File: src/rtl/clkdiv_pkg.sv
package clkdiv_pkg;

    localparam int CNT_W   = 5;
    localparam int SEL_W   = 3;
    localparam int N_LANES = 4;

    typedef enum logic [1:0] {
        LANE_A  = 2'd0,
        LANE_B  = 2'd1,
        LANE_C  = 2'd2,
        LANE_FB = 2'd3
    } lane_kind_e;

    typedef logic [CNT_W-1:0] ratio_t;

    // Ratio in advance ticks for a lane kind and its select code.
    function automatic ratio_t ratio_of(lane_kind_e kind, logic [SEL_W-1:0] sel);
        ratio_t step;
        step = ratio_t'(sel[1:0]);
        case (kind)
            LANE_A:  ratio_of = (sel[1:0] == 2'd3) ? ratio_t'(12) : ratio_t'(4) + (step << 1);
            LANE_B:  ratio_of = ratio_t'(4) + (step << 1);
            LANE_C:  ratio_of = ratio_t'(2) + (step << 1);
            default: ratio_of = sel[2] ? ratio_t'(8) + (step << 2) : ratio_t'(4) + (step << 1);
        endcase
    endfunction

endpackage

File: src/rtl/clkdiv_tickgen.sv
module clkdiv_tickgen (
    input  logic clk,
    input  logic clr,
    input  logic pll_on,
    input  logic ref_tick,
    input  logic full_rate,
    output logic tick
);
    logic src;
    logic phase;

    assign src  = pll_on | ref_tick;
    assign tick = src & (full_rate | phase);

    // Phase bit of the halving stage; starts so the first source tick passes.
    always_ff @(posedge clk) begin
        if (clr) begin
            phase <= 1'b1;
        end else if (src) begin
            phase <= ~phase;
        end
    end
endmodule

File: src/rtl/clkdiv_lane.sv
module clkdiv_lane
    import clkdiv_pkg::*;
(
    input  logic   clk,
    input  logic   clr,
    input  logic   tick,
    input  ratio_t ratio,
    output logic   q
);
    logic   armed;
    ratio_t pos;
    ratio_t len;
    ratio_t pos_nx;
    logic   wrap;

    assign pos_nx = pos + ratio_t'(1);
    assign wrap   = !armed || (pos == len - ratio_t'(1));

    always_ff @(posedge clk) begin
        if (clr) begin
            armed <= 1'b0;
            pos   <= '0;
            len   <= '0;
            q     <= 1'b0;
        end else if (tick) begin
            if (wrap) begin
                armed <= 1'b1;
                pos   <= '0;
                len   <= ratio;
                q     <= 1'b1;
            end else begin
                pos   <= pos_nx;
                q     <= pos_nx < (len >> 1);
            end
        end
    end
endmodule

File: src/rtl/clkdiv_banks.sv
module clkdiv_banks
    import clkdiv_pkg::*;
(
    input  logic       clk,
    input  logic       rst,
    input  logic       mr_n,
    input  logic       pll_on,
    input  logic       ref_tick,
    input  logic       full_rate,
    input  logic       inv,
    input  logic [1:0] sel_a,
    input  logic [1:0] sel_b,
    input  logic [1:0] sel_c,
    input  logic [2:0] sel_fb,
    output logic       out_en,
    output logic       qa,
    output logic       qb,
    output logic [3:0] qc,
    output logic       qfb
);
    localparam int QC_W = 4;

    logic                          clr;
    logic                          tick;
    logic [N_LANES-1:0]            lane_q;
    logic [N_LANES-1:0][SEL_W-1:0] sel_vec;

    assign clr = rst | ~mr_n;

    assign sel_vec[LANE_A]  = {1'b0, sel_a};
    assign sel_vec[LANE_B]  = {1'b0, sel_b};
    assign sel_vec[LANE_C]  = {1'b0, sel_c};
    assign sel_vec[LANE_FB] = sel_fb;

    always_ff @(posedge clk) begin
        if (clr) begin
            out_en <= 1'b0;
        end else begin
            out_en <= 1'b1;
        end
    end

    clkdiv_tickgen u_tick (
        .clk       (clk),
        .clr       (clr),
        .pll_on    (pll_on),
        .ref_tick  (ref_tick),
        .full_rate (full_rate),
        .tick      (tick)
    );

    for (genvar k = 0; k < N_LANES; k++) begin : g_lane
        clkdiv_lane u_lane (
            .clk   (clk),
            .clr   (clr),
            .tick  (tick),
            .ratio (ratio_of(lane_kind_e'(k), sel_vec[k])),
            .q     (lane_q[k])
        );
    end

    assign qa  = out_en & lane_q[LANE_A];
    assign qb  = out_en & lane_q[LANE_B];
    assign qfb = out_en & lane_q[LANE_FB];

    for (genvar i = 0; i < QC_W; i++) begin : g_qc
        localparam bit FLIP = (i == 1) || (i == 2);
        assign qc[i] = out_en & (lane_q[LANE_C] ^ (inv & FLIP));
    end
endmodule

File: config.mk
export PLATFORM = sky130hd
export DESIGN_NAME = clkdiv_banks
export DESIGN_NICKNAME = d
export VERILOG_FILES = /design/src/rtl/clkdiv_pkg.sv /design/src/rtl/clkdiv_tickgen.sv /design/src/rtl/clkdiv_lane.sv /design/src/rtl/clkdiv_banks.sv
export SDC_FILE = /design/constraint.sdc
export NUM_CORES = 1
export LEC_CHECK = 0
export BUFFER_PORTS_ARGS = -buffer_cell sky130_fd_sc_hd__buf_2
export CAP_MARGIN = 20
export CORE_MARGIN = 4
export CORE_UTILIZATION = 30
export CTS_CLUSTER_SIZE = 14
export DETAILED_ROUTE_END_ITERATION = 8
export SLEW_MARGIN = 20
export SYNTH_ARGS = -nofsm -noshare
export SYNTH_HDL_FRONTEND = slang
export SYNTH_SLANG_ARGS = --single-unit
File: constraint.sdc
create_clock -name clk -period 2.57 [get_ports clk]
set_clock_uncertainty 0.05 [all_clocks]
set_input_delay 0.1285 -clock clk [delete_from_list [all_inputs] [get_ports clk]]
set_output_delay 0.1285 -clock clk [all_outputs]
set_load 0.1 [all_outputs]
==> key figures <==
Run status
  – Status: finished, final reports clean

Detailed routing
  – Vias per inst: around 4.8
  – DRC Markers: 0
  – DR WL/cell: about 12 um
  – Final wirelength: 5110 um
  – Drt first pass iters: 4
  – DRT iter0 DRCs: 46
  – Routed Antenna Nets: 0
  – DR vias: 1972

Setup path
  – Cells along the critical path: inv_1, ha_1, xor2_1, nand3_1, o31a_1, nor2_2, a211oi_1
  – CP arrival: 2.06 ns
  – Required time of the critical path: between 2 and 3 ns
  – Critical path's slowest cell: dfxtp_1
  – Buf+Inv Stages, Crit Path: 1
  – Max stage delay on crit path: roughly 0.42 ns
  – Crit. End Element: register
  – Reg2Reg Capture Point: g_lane[2].u_lane.len[1]
  – Critical path fanouts, max: 7
  – Worst R2R Start: g_lane[2].u_lane.len[1]
  – CP Launch Type: register
  – Setup CP Type: register to register
  – Critical path's top delay family: compound AO/OA/AOI/OAI gates
  – Worst R2R Setup Slack: 0.62 ns
  – R2r worst-path depth: 7

Worst hold path
  – Hold Path Stages: 3
  – Hold Startpoint: sel_b[1]
  – WHS Endpoint: g_lane[1].u_lane.len[3]
  – Worst Hold Class: primary input to register

Yosys
  – Number of flops mapped to enable cells by yosys: 0
  – Async SR Flop Fraction: 0
  – Dominant cells by area after synthesis: dfxtp_1 34%, ha_1 9.4%, xor2_1 7.6%
  – Register area share after synthesis: 0.340
  – Post-Syn Area per Cell: 8.90 sq um
  – Most frequent cell after synthesis: dfxtp_1
  – Synth cell types: between 40 and 50
  – Post-synth top flop: dfxtp_1
  – Yosys Warn Count: 0
  – Post-Synthesis Cells: 284
  – Largest area contributor in the netlist: dfxtp_1
  – Synth top area share: 0.340
  – Synthesized area: 2530 sq um
  – Yosys reg bits: 43
  – Commonest cells post-synth: 43 x dfxtp_1, 25 x nor2_1, 22 x xor2_1, 19 x ha_1, 19 x nor3_1
  – Syn_nets: 319

Clocking
  – Total CTS buffers: 5
  – Post-CTS setup buffer count: 0
  – TritonCTS clock tree: done
  – CTS clk-pin slew, worst paths: roughly 0.08 ns
  – Bufs on Longest Clock Path: 2
  – CTS sink count: 43
  – H-tree level count: 2
  – Clk root buf: clkbuf_8
  – Worst-skew pair later-pin latency: 0.30 ns

Floorplanning
  – Row count: 33
  – Vert. Die Dim: 99.8 um
  – Initial Utilization: 0.308
  – Die area: 9960 sq um
  – I/O pins: 24
  – Die span in x: between 90 and 100 um
  – Core ar.: slightly above 8000 sq um

Placed design
  – DP Wirelength: roughly 3700 um
  – Gpl congestion: 0.813
  – Placed Area: 2730 sq um
  – DP Worst Slack: 0.649 ns
  – DP Cell Count: 400
  – Port bufs: 23

Finish
  – N_diodes: 0
  – Nets: 340
  – Post-Layout Cell Count: 411
  – Fillers: 837
  – Layout cells sized above 1: 0.150
  – Area growth syn-to-layout: 13.5%
  – Core Util, Final: 0.349
  – Final instance area: 2870 sq um

Power and ir drop
  – Lkg Pwr: 1.19 nW
  – Power Total: 1.49 mW
  – Power Density: 521 nW/um^2
  – Peak VDD IR: 200 uV

Global routing
  – GR Util met3: 0.0292
  – Initial antenna violation count: 0
  – Largest net degree at the start of global routing: 38
  – Vias in the first global route: 1916
  – All-Layer GR Usage: 0.107
  – Met1 usage: 0.140
  – Gr ovfl total: 0
  – First-pass GRT wire length: between 8000 and 9000 um
  – Met2 Usage GRT: 0.171
  – Top Usage Layer GRT: met2

STA
  – Tcrit/Tclk final: 0.759
  – Setup ws final: between 0.6 and 0.7 ns
  – Slew HR: 0.510
  – Tmin final: 1.95 ns
  – Final-report setup violation count: 0
  – Hold_ws: 0.0302 ns
  – Hold Vio Cnt, Final: 0
  – Post-route setup TNS: 0 ns
  – RSZ-0062 raised after global routing: no
  – Slew Viols, Final: 0
  – Slew @ Worst Pin: 0.735 ns
  – Max Fclk: around 500 MHz

Job
  – Max-cap violations: 0
## worst max path at each step
stage	start	endpoint	depth (start not counted)
6_report	g_lane[2].u_lane.len[1]	g_lane[2].u_lane.len[1]	7
5_1_grt	g_lane[2].u_lane.len[1]	g_lane[2].u_lane.len[1]	7
4_1_cts	g_lane[2].u_lane.len[1]	g_lane[2].u_lane.len[1]	7
3_5_place_dp	g_lane[2].u_lane.len[1]	g_lane[2].u_lane.len[1]	7
3_3_place_gp	g_lane[2].u_lane.len[1]	g_lane[2].u_lane.len[1]	7
2_1_floorplan	out_en	qc[2]	2
## timing repair
action                    CTS  global route
resized for setup           0             0
hold endpoints to repair    3             0
hold buffers                3             0
## worst register-to-register path, stage by stage, from the launching register on
cell and delay (ns):
dfxtp_1 0.42, inv_1 0.06, ha_1 0.30, xor2_1 0.14
nand3_1 0.12, o31a_1 0.35, nor2_2 0.26, a211oi_1 0.12
## cell usage in the layout, fill, tap and decap left out, drive strengths merged, types with 2 or more instances in the layout
| cell type | n |
|---|---|
| dfxtp | 43 |
| nor2 | 28 |
| buf | 27 |
| xor2 | 22 |
| nor3 | 19 |
| ha | 19 |
| xnor2 | 18 |
| nand3 | 18 |
| inv | 14 |
| nand2 | 14 |
| a21oi | 11 |
| o31ai | 9 |
| o21ai | 7 |
| and2 | 5 |
| nand4 | 5 |
| clkbuf | 5 |
| o21a | 3 |
| xnor3 | 3 |
| a211oi | 3 |
| mux2i | 3 |
| dlygate4sd3 | 3 |
| nand2b | 3 |
| o22ai | 3 |
| clkinv | 3 |
| mux2 | 2 |
| or4 | 2 |
## state kept, by name, summed over array words and instances (netlist names)
register             count
g_lane.u_lane.armed      4
g_lane.u_lane.len       13
g_lane.u_lane.pos       20
g_lane.u_lane.q          4
out_en                   1
u_tick.phase             1
## kinds of logic (layout without fill, tap and decap cells)
family                     Yosys count  after routing  synth area share
xor gates and xnor gates            43             43             0.165
DFF                                 43             43             0.340
muxes                                5              5            0.0223
AOI/OAI and AO/OA                   46             46             0.133
adders and majority gates           19             19            0.0940
buffers and inverters               31             53            0.0529
and+or+nand+nor                     97             97             0.192
## layer usage
layer | wire length [um] | share of wire
met2 | 2360 | 0.46
met4 | 63 | 0.012
met3 | 201 | 0.039
met1 | 2480 | 0.49
met5 | 0 | 0
## report_power, final
part           leakage, nW  internal, mW  total [mW]  switching (mW)
sequential           0.350         0.688       0.711          0.0224
combinational        0.782        0.0987       0.251           0.152
clock               0.0581         0.290       0.534           0.244
## area by class of cell
type                       count  area (sq um)  share of cell area
clock inverter                 3          43.8              0.0153
tap                          105           131              0.0458
sequential                    43           861               0.300
inverter                      15          56.3              0.0196
clock buffer                   5          68.8              0.0240
timing repair buffer          30           175              0.0610
multi-input combinational    210          1530               0.534
Power figures use the tool's default switching activity.
